<file path="config.mk">
export PLATFORM = sky130hd
export DESIGN_NAME = irq_dispatch_seq
export DESIGN_NICKNAME = d
export VERILOG_FILES = /design/src/rtl/irqd_pkg.sv /design/src/rtl/irqd_edge_capture.sv /design/src/rtl/irqd_pend_latch.sv /design/src/rtl/irqd_rst_timer.sv /design/src/rtl/irq_dispatch_seq.sv
export SDC_FILE = /design/constraint.sdc
export NUM_CORES = 1
export LEC_CHECK = 0
export BUFFER_PORTS_ARGS = -buffer_cell sky130_fd_sc_hd__buf_2
export CAP_MARGIN = 20
export CORE_UTILIZATION = 55
export CTS_CLUSTER_DIAMETER = 50
export DETAILED_ROUTE_END_ITERATION = 7
export HOLD_SLACK_MARGIN = 0.03
export PLACE_DENSITY_LB_ADDON = 0.1
export SYNTH_ARGS = -nofsm -noshare
export SYNTH_HDL_FRONTEND = slang
export SYNTH_HIERARCHICAL = 1
export SYNTH_SLANG_ARGS = --single-unit
</file>
<file path="constraint.sdc">
create_clock -name clk -period 4.48 [get_ports clk]
set_input_delay 0.896 -clock clk [delete_from_list [all_inputs] [get_ports clk]]
set_output_delay 0.896 -clock clk [all_outputs]
set_load 0.005 [all_outputs]
</file>
<file path="src/rtl/irqd_pkg.sv">
package irqd_pkg;

    localparam int VEC_W = 16;

    typedef enum logic [1:0] {
        DS_RUN      = 2'd0,
        DS_RST_HOLD = 2'd1,
        DS_FIRE     = 2'd2
    } disp_state_e;

    typedef enum logic [1:0] {
        SRC_NONE = 2'd0,
        SRC_NMI  = 2'd1,
        SRC_IRQ  = 2'd2,
        SRC_RST  = 2'd3
    } disp_src_e;

    localparam logic [VEC_W-1:0] VEC_NMI_EMU = 16'hFFFA;
    localparam logic [VEC_W-1:0] VEC_NMI_NAT = 16'hFFEA;
    localparam logic [VEC_W-1:0] VEC_IRQ_EMU = 16'hFFFE;
    localparam logic [VEC_W-1:0] VEC_IRQ_NAT = 16'hFFEE;
    localparam logic [VEC_W-1:0] VEC_RST     = 16'hFFFC;

    function automatic logic [VEC_W-1:0] vec_of(input disp_src_e src, input logic emu);
        logic [VEC_W-1:0] v;
        unique case (src)
            SRC_NMI:  v = emu ? VEC_NMI_EMU : VEC_NMI_NAT;
            SRC_IRQ:  v = emu ? VEC_IRQ_EMU : VEC_IRQ_NAT;
            SRC_RST:  v = VEC_RST;
            default:  v = VEC_RST;
        endcase
        return v;
    endfunction

endpackage

</file>
<file path="src/rtl/irqd_edge_capture.sv">
module irqd_edge_capture (
    input  logic clk,
    input  logic rst_n,
    input  logic nmi_edge,
    input  logic irq_edge,
    input  logic ext_irq,
    input  logic consume,
    output logic nmi_trans,
    output logic irq_trans,
    output logic wake
);

    logic ext_q;
    logic ext_rise;

    assign ext_rise = ext_irq & ~ext_q;
    assign wake     = nmi_edge | irq_edge | ext_rise;

    always_ff @(posedge clk or negedge rst_n) begin
        if (!rst_n) begin
            ext_q     <= 1'b0;
            nmi_trans <= 1'b0;
            irq_trans <= 1'b0;
        end else begin
            ext_q     <= ext_irq;
            nmi_trans <= (nmi_trans & ~consume) | nmi_edge;
            irq_trans <= (irq_trans & ~consume) | irq_edge | ext_rise;
        end
    end

    AST_NMI_EDGE_HELD: assert property (@(posedge clk) disable iff (!rst_n)
        nmi_edge |=> nmi_trans);

    AST_EXT_RISE_TRANS: assert property (@(posedge clk) disable iff (!rst_n)
        (ext_irq && !ext_q) |=> irq_trans);

endmodule

</file>
<file path="src/rtl/irqd_pend_latch.sv">
module irqd_pend_latch (
    input  logic clk,
    input  logic rst_n,
    input  logic sample_en,
    input  logic nmi_trans,
    input  logic irq_trans,
    input  logic mask_i,
    input  logic reset_req,
    input  logic clr_nmi,
    input  logic clr_irq,
    input  logic clr_rst,
    input  logic clr_any,
    output logic nmi_pend,
    output logic irq_pend,
    output logic rst_pend,
    output logic any_pend
);

    logic set_nmi;
    logic set_irq;

    assign set_nmi = sample_en & nmi_trans;
    assign set_irq = sample_en & irq_trans & ~mask_i;

    always_ff @(posedge clk or negedge rst_n) begin
        if (!rst_n) begin
            nmi_pend <= 1'b0;
            irq_pend <= 1'b0;
            rst_pend <= 1'b1;
            any_pend <= 1'b1;
        end else begin
            nmi_pend <= (nmi_pend & ~clr_nmi) | set_nmi;
            irq_pend <= (irq_pend & ~clr_irq) | set_irq;
            rst_pend <= (rst_pend & ~clr_rst) | reset_req;
            any_pend <= (any_pend & ~clr_any) | set_nmi | set_irq | reset_req;
        end
    end

    AST_MASKED_DROP: assert property (@(posedge clk) disable iff (!rst_n)
        (sample_en && irq_trans && mask_i && !irq_pend) |=> !irq_pend);

    AST_NMI_TAKEN: assert property (@(posedge clk) disable iff (!rst_n)
        (sample_en && nmi_trans) |=> (nmi_pend && any_pend));

endmodule

</file>
<file path="src/rtl/irqd_rst_timer.sv">
module irqd_rst_timer #(
    parameter int RST_STEPS = 22,
    parameter int STEP_CLKS = 6
) (
    input  logic clk,
    input  logic rst_n,
    input  logic run,
    output logic done
);

    localparam int DELAY = RST_STEPS * STEP_CLKS;
    localparam int CNT_W = $clog2(DELAY + 1);
    localparam logic [CNT_W-1:0] LAST = CNT_W'(DELAY - 1);

    logic [CNT_W-1:0] cnt;

    assign done = run && (cnt == LAST);

    always_ff @(posedge clk or negedge rst_n) begin
        if (!rst_n) begin
            cnt <= '0;
        end else if (!run || done) begin
            cnt <= '0;
        end else begin
            cnt <= cnt + 1'b1;
        end
    end

    AST_TIMER_BOUND: assert property (@(posedge clk) disable iff (!rst_n)
        run |-> (cnt <= LAST));

endmodule

</file>
<file path="src/rtl/irq_dispatch_seq.sv">
module irq_dispatch_seq
    import irqd_pkg::*;
#(
    parameter int RST_STEPS = 22,
    parameter int STEP_CLKS = 6
) (
    input  logic             clk,
    input  logic             rst_n,
    input  logic             op_last,
    input  logic             op_bound,
    input  logic             lock,
    input  logic             nmi_edge,
    input  logic             irq_edge,
    input  logic             ext_irq,
    input  logic             mask_i,
    input  logic             emu_mode,
    input  logic             reset_req,
    input  logic             wait_st,
    input  logic             stop_st,
    output logic             int_start,
    output logic [VEC_W-1:0] vector,
    output logic             wake
);

    disp_state_e      state_q, state_d;
    disp_src_e        src;
    logic [VEC_W-1:0] vec_q;
    logic             sample_en;
    logic             nmi_trans, irq_trans;
    logic             nmi_pend, irq_pend, rst_pend, any_pend;
    logic             clr_nmi, clr_irq, clr_rst, clr_any;
    logic             serve;
    logic             rst_done;

    assign sample_en = op_last & ~lock;

    irqd_edge_capture u_edge (
        .clk       (clk),
        .rst_n     (rst_n),
        .nmi_edge  (nmi_edge),
        .irq_edge  (irq_edge),
        .ext_irq   (ext_irq),
        .consume   (sample_en),
        .nmi_trans (nmi_trans),
        .irq_trans (irq_trans),
        .wake      (wake)
    );

    irqd_pend_latch u_pend (
        .clk       (clk),
        .rst_n     (rst_n),
        .sample_en (sample_en),
        .nmi_trans (nmi_trans),
        .irq_trans (irq_trans),
        .mask_i    (mask_i),
        .reset_req (reset_req),
        .clr_nmi   (clr_nmi),
        .clr_irq   (clr_irq),
        .clr_rst   (clr_rst),
        .clr_any   (clr_any),
        .nmi_pend  (nmi_pend),
        .irq_pend  (irq_pend),
        .rst_pend  (rst_pend),
        .any_pend  (any_pend)
    );

    irqd_rst_timer #(
        .RST_STEPS (RST_STEPS),
        .STEP_CLKS (STEP_CLKS)
    ) u_timer (
        .clk   (clk),
        .rst_n (rst_n),
        .run   (state_q == DS_RST_HOLD),
        .done  (rst_done)
    );

    // Boundary decision and next-state logic
    assign serve = (state_q == DS_RUN) && op_bound && !stop_st && !wait_st && any_pend;

    always_comb begin
        state_d = state_q;
        src     = SRC_NONE;
        clr_nmi = 1'b0;
        clr_irq = 1'b0;
        clr_rst = 1'b0;
        clr_any = 1'b0;
        unique case (state_q)
            DS_RUN: begin
                if (serve) begin
                    clr_any = 1'b1;
                    if (nmi_pend) begin
                        src     = SRC_NMI;
                        clr_nmi = 1'b1;
                        state_d = DS_FIRE;
                    end else if (irq_pend) begin
                        src     = SRC_IRQ;
                        clr_irq = 1'b1;
                        state_d = DS_FIRE;
                    end else if (rst_pend) begin
                        src     = SRC_RST;
                        clr_rst = 1'b1;
                        state_d = DS_RST_HOLD;
                    end
                end
            end
            DS_RST_HOLD: begin
                if (rst_done) state_d = DS_FIRE;
            end
            DS_FIRE: begin
                state_d = DS_RUN;
            end
            default: begin
                state_d = DS_RUN;
            end
        endcase
    end

    // State register
    always_ff @(posedge clk or negedge rst_n) begin
        if (!rst_n) begin
            state_q <= DS_RUN;
        end else begin
            state_q <= state_d;
        end
    end

    // Output register and strobe
    always_ff @(posedge clk or negedge rst_n) begin
        if (!rst_n) begin
            vec_q <= VEC_RST;
        end else if (src != SRC_NONE) begin
            vec_q <= vec_of(src, emu_mode);
        end
    end

    assign int_start = (state_q == DS_FIRE);
    assign vector    = vec_q;

    AST_LOCKED_NO_SAMPLE: assert property (@(posedge clk) disable iff (!rst_n)
        $rose(nmi_pend) |-> $past(op_last && !lock));

    AST_NMI_BEFORE_IRQ: assert property (@(posedge clk) disable iff (!rst_n)
        (serve && nmi_pend && irq_pend) |=> (irq_pend && int_start));

    AST_RESET_VECTOR: assert property (@(posedge clk) disable iff (!rst_n)
        (int_start && $past(state_q == DS_RST_HOLD)) |-> (vector == VEC_RST));

    AST_HALT_NO_SERVE: assert property (@(posedge clk) disable iff (!rst_n)
        ((state_q == DS_RUN) && op_bound && (stop_st || wait_st)) |=> !int_start);

    AST_STROBE_SINGLE: assert property (@(posedge clk) disable iff (!rst_n)
        int_start |=> !int_start);

endmodule

</file>
==> metrics.md <==
| Metric | Value |
|---|---|
| Async set-reset flop share out of synthesis | `between 90% and 100%` |
| Iteration-0 DRC Markers | `9` |
| Synth area leaders | `dfrtp_1 (34%), dfstp_2 (9.1%), buf_4 (8.4%)` |
| Number of global-route vias before repair | `654` |
| # fillers | `167` |
| Max Cap Violations | `0` |
| Synth Flop Type | `dfrtp_1` |
| GP Congestion | `between 0.8 and 0.9` |
| DRC Markers | `0` |
| Syn avg cell area | `9.84 um^2` |
| Largest area contributor in the netlist | `dfrtp_1` |
| Mapped Area | `around 0.0012 mm^2` |
| Yosys warns | `6` |
| Number of H-tree levels | `1` |
| Total grt overflow | `0` |
| Final clock skew | `roughly 0.0056 ns` |
| Hold Path End | `vector[2]` |
| Depth of the worst hold-timing path | `2` |
| Hold Buf Count CTS | `0` |
| Final Cycle Share | `approximately 57%` |
| Min-delay worst type | `flip-flop to flip-flop` |
| Share of layout cells above drive strength 1 | `25.2%` |
| Synth top area share | `roughly 34%` |
| Via/cell ratio | `5.05` |
| Clk root buf | `clkbuf_4` |
| Final ANT Viol Nets | `0` |
| Die W | `around 48 um` |
| IO Pins | `31` |
| CTS max path bufs | `2` |
| RR Startpoint | `u_pend/any_pend` |
| Post-DP HPWL | `approximately 1300 um` |
| Port bufs | `17` |
| R2R cell count | `5` |
| Via count of the routed design | `818` |
| Core area | `between 0.0015 and 0.002 mm^2` |
| # setup viols final | `0` |
| Setup CP Type | `input port to flip-flop` |
| GRT Util Overall | `17.5%` |
| Fin cells | `162` |
| Power Density | `305 mW/mm^2` |
| Fmax | `395 MHz` |
| Crit path required time | `~4.7 ns` |
| First-pass DRT Iterations | `6` |
| Worst-Skew Late Latency | `0.29 ns` |
| Final Max Slew Viols | `0` |
| Antenna Cells | `0` |
| CP Capture Type | `flip-flop` |
| Die Y | `between 40 and 50 um` |
| CTS clk-pin slew, worst paths | `~0.11 ns` |
| Yosys reg bits | `20` |
| Resized Gates After CTS | `0` |
| Placed cells | `between 150 and 200` |
| Post-route setup TNS | `0 ns` |
| First-pass GRT wire length | `2700 um` |
| CP Data Arrival Time | `roughly 2.7 ns` |
| Starting Density | `between 50% and 60%` |
| Final hold vios | `0` |
| Antenna violations before repair | `0` |
| Critical path peak fanout | `10` |
| Cts bufs inserted | `3` |
| Unrepaired setup endpoints after global routing | `false` |
| Die area | `0.00230 mm^2` |
| Synth unique cells | `37` |
| Post-CTS Repair Setup Buffers | `0` |
| CTS tree | `built` |
| Largest net degree at the start of global routing | `21` |
| Status | `finished, final reports clean` |
| Worst Min Path Start | `vector[2]` |
| Area grow syn2layout | `7.22%` |
| Lkg Pwr | `0.560 nW` |
| Flop2flop setup slack | `approximately 2.2 ns` |
| Wire length per cell | `10.7 um` |
| Mapped Cells | `roughly 120` |
| Critical path launch point type | `input port` |
| Final layout net count | `approximately 150` |
| Floorplan row count | `16` |
| WL final | `roughly 1700 um` |
| R2R Path End | `vector[1]` |
| Post-synthesis sequential area ratio | `43.5%` |
| Number of synthesized flops with an enable pin | `0` |
| Peak VDD IR | `just over 0.0002 V` |
| Fin crit period | `roughly 2.5 ns` |
| Clk sinks | `20` |
per-stage QoR:
stage	power [mW]	area (um^2)	setup slack [ns]	hold WS (ns)	utilization [%]
6_report	0.380	1240	1.95	0.483	62.8
5_1_grt	0.409	1240	1.88	0.524	62.8
4_1_cts	0.388	1240	1.96	0.489	62.8
3_5_place_dp	0.282	1210	1.63	0.464	61.0
3_3_place_gp	0.281	1210	1.68	0.464	61.0
2_1_floorplan	0.267	1200	1.85	0.468	-
worst max-delay path: stages:
cell	delay (ns)
buf_2	0.09
or4b_1	0.69
or4_4	0.55
ha_1	0.30
nor2_1	0.06
a21o_1	0.15
registers in the layout (all words and copies together) (netlist names):
signal,flops
u_timer/cnt,8
u_edge/ext_q,1
state_q,2
u_pend/nmi_pend,1
vector,3
u_edge/nmi_trans,1
u_pend/irq_pend,1
u_pend/any_pend,1
u_edge/irq_trans,1
u_pend/rst_pend,1
synthesized netlist by cell type, types with 2 or more instances:
master,instances
nor2_1,10
o21ai_2,2
dfstp_2,4
nand2_1,5
inv_1,10
o31ai_1,2
nand2b_1,2
a21oi_1,5
xor2_1,2
nand3_1,4
ha_1,4
nor4b_1,2
o21ai_0,6
conb_1,2
a21o_1,3
or3b_2,2
or3_1,3
nor3_1,2
nor2b_1,3
buf_4,13
dfrtp_1,16
metal layers:
layer	global-route usage (%)	up-vias	wire length, um
met4	8.33	0	13
met3	4.53	2	61
met5	0	-	0
met1	22.6	383	813
li1	-	411	-
met2	27.3	22	845
how the worst max path moves through the flow:
stage | cells after the start | end | from
2_1_floorplan | 6 | vector[1] | wait_st
3_3_place_gp | 6 | vector[1] | wait_st
3_5_place_dp | 6 | vector[1] | wait_st
4_1_cts | 6 | vector[1] | wait_st
5_1_grt | 6 | vector[1] | wait_st
6_report | 6 | vector[1] | wait_st
power breakdown:
| group | switching [mW] | internal [mW] |
|---|---|---|
| clock | 0.0525 | 0.0495 |
| sequential | 0.0134 | 0.201 |
| combinational | 0.0335 | 0.0297 |
| total | 0.0994 | 0.280 |
cells by family (layout without fill, tap and decap cells):
group / after synthesis / after routing / synth area share, %
simple gates: 41 / 41 / 21.3
buf+inv: 25 / 31 / 12.9
compound gates: 23 / 23 / 15.0
flops: 20 / 20 / 43.5
fa+ha+maj: 4 / 4 / 4.31
xor+xnor: 3 / 3 / 2.26
other cells: 2 / 13 / 0.647
final cells by class:
cell class              count  area, um^2  share of cell area (%)
clock buffers               4        36.3                    2.91
repair buffers             17        85.1                    6.83
multi-input cells          84         547                    43.9
inverters                  10        37.5                    3.02
flip-flops and latches     20         505                    40.6
well taps                  27        33.8                    2.71
cell usage in the layout, fill, tap and decap left out:
cell	instances
nor4b_1	2
a211o_1	1
conb_1	13
o31ai_1	2
nand4_1	1
clkbuf_8	1
or4b_1	1
nor3_1	2
nor4_1	1
o21ai_0	6
o41ai_4	1
or4b_4	1
nor2b_1	3
or4_4	1
inv_1	10
a221o_1	1
a211o_2	1
a211oi_1	1
ha_1	4
nor2b_4	1
nand2b_1	2
a21o_1	3
nand3b_1	1
xor2_1	2
nand2_1	5
nand3_1	4
dfstp_2	4
xnor2_1	1
a21oi_1	5
or3b_2	2
dfrtp_1	16
and2b_1	1
buf_2	17
nor2_1	10
clkbuf_4	3
or3_1	3
o21ai_2	2
(Power assumes the default switching activity.)
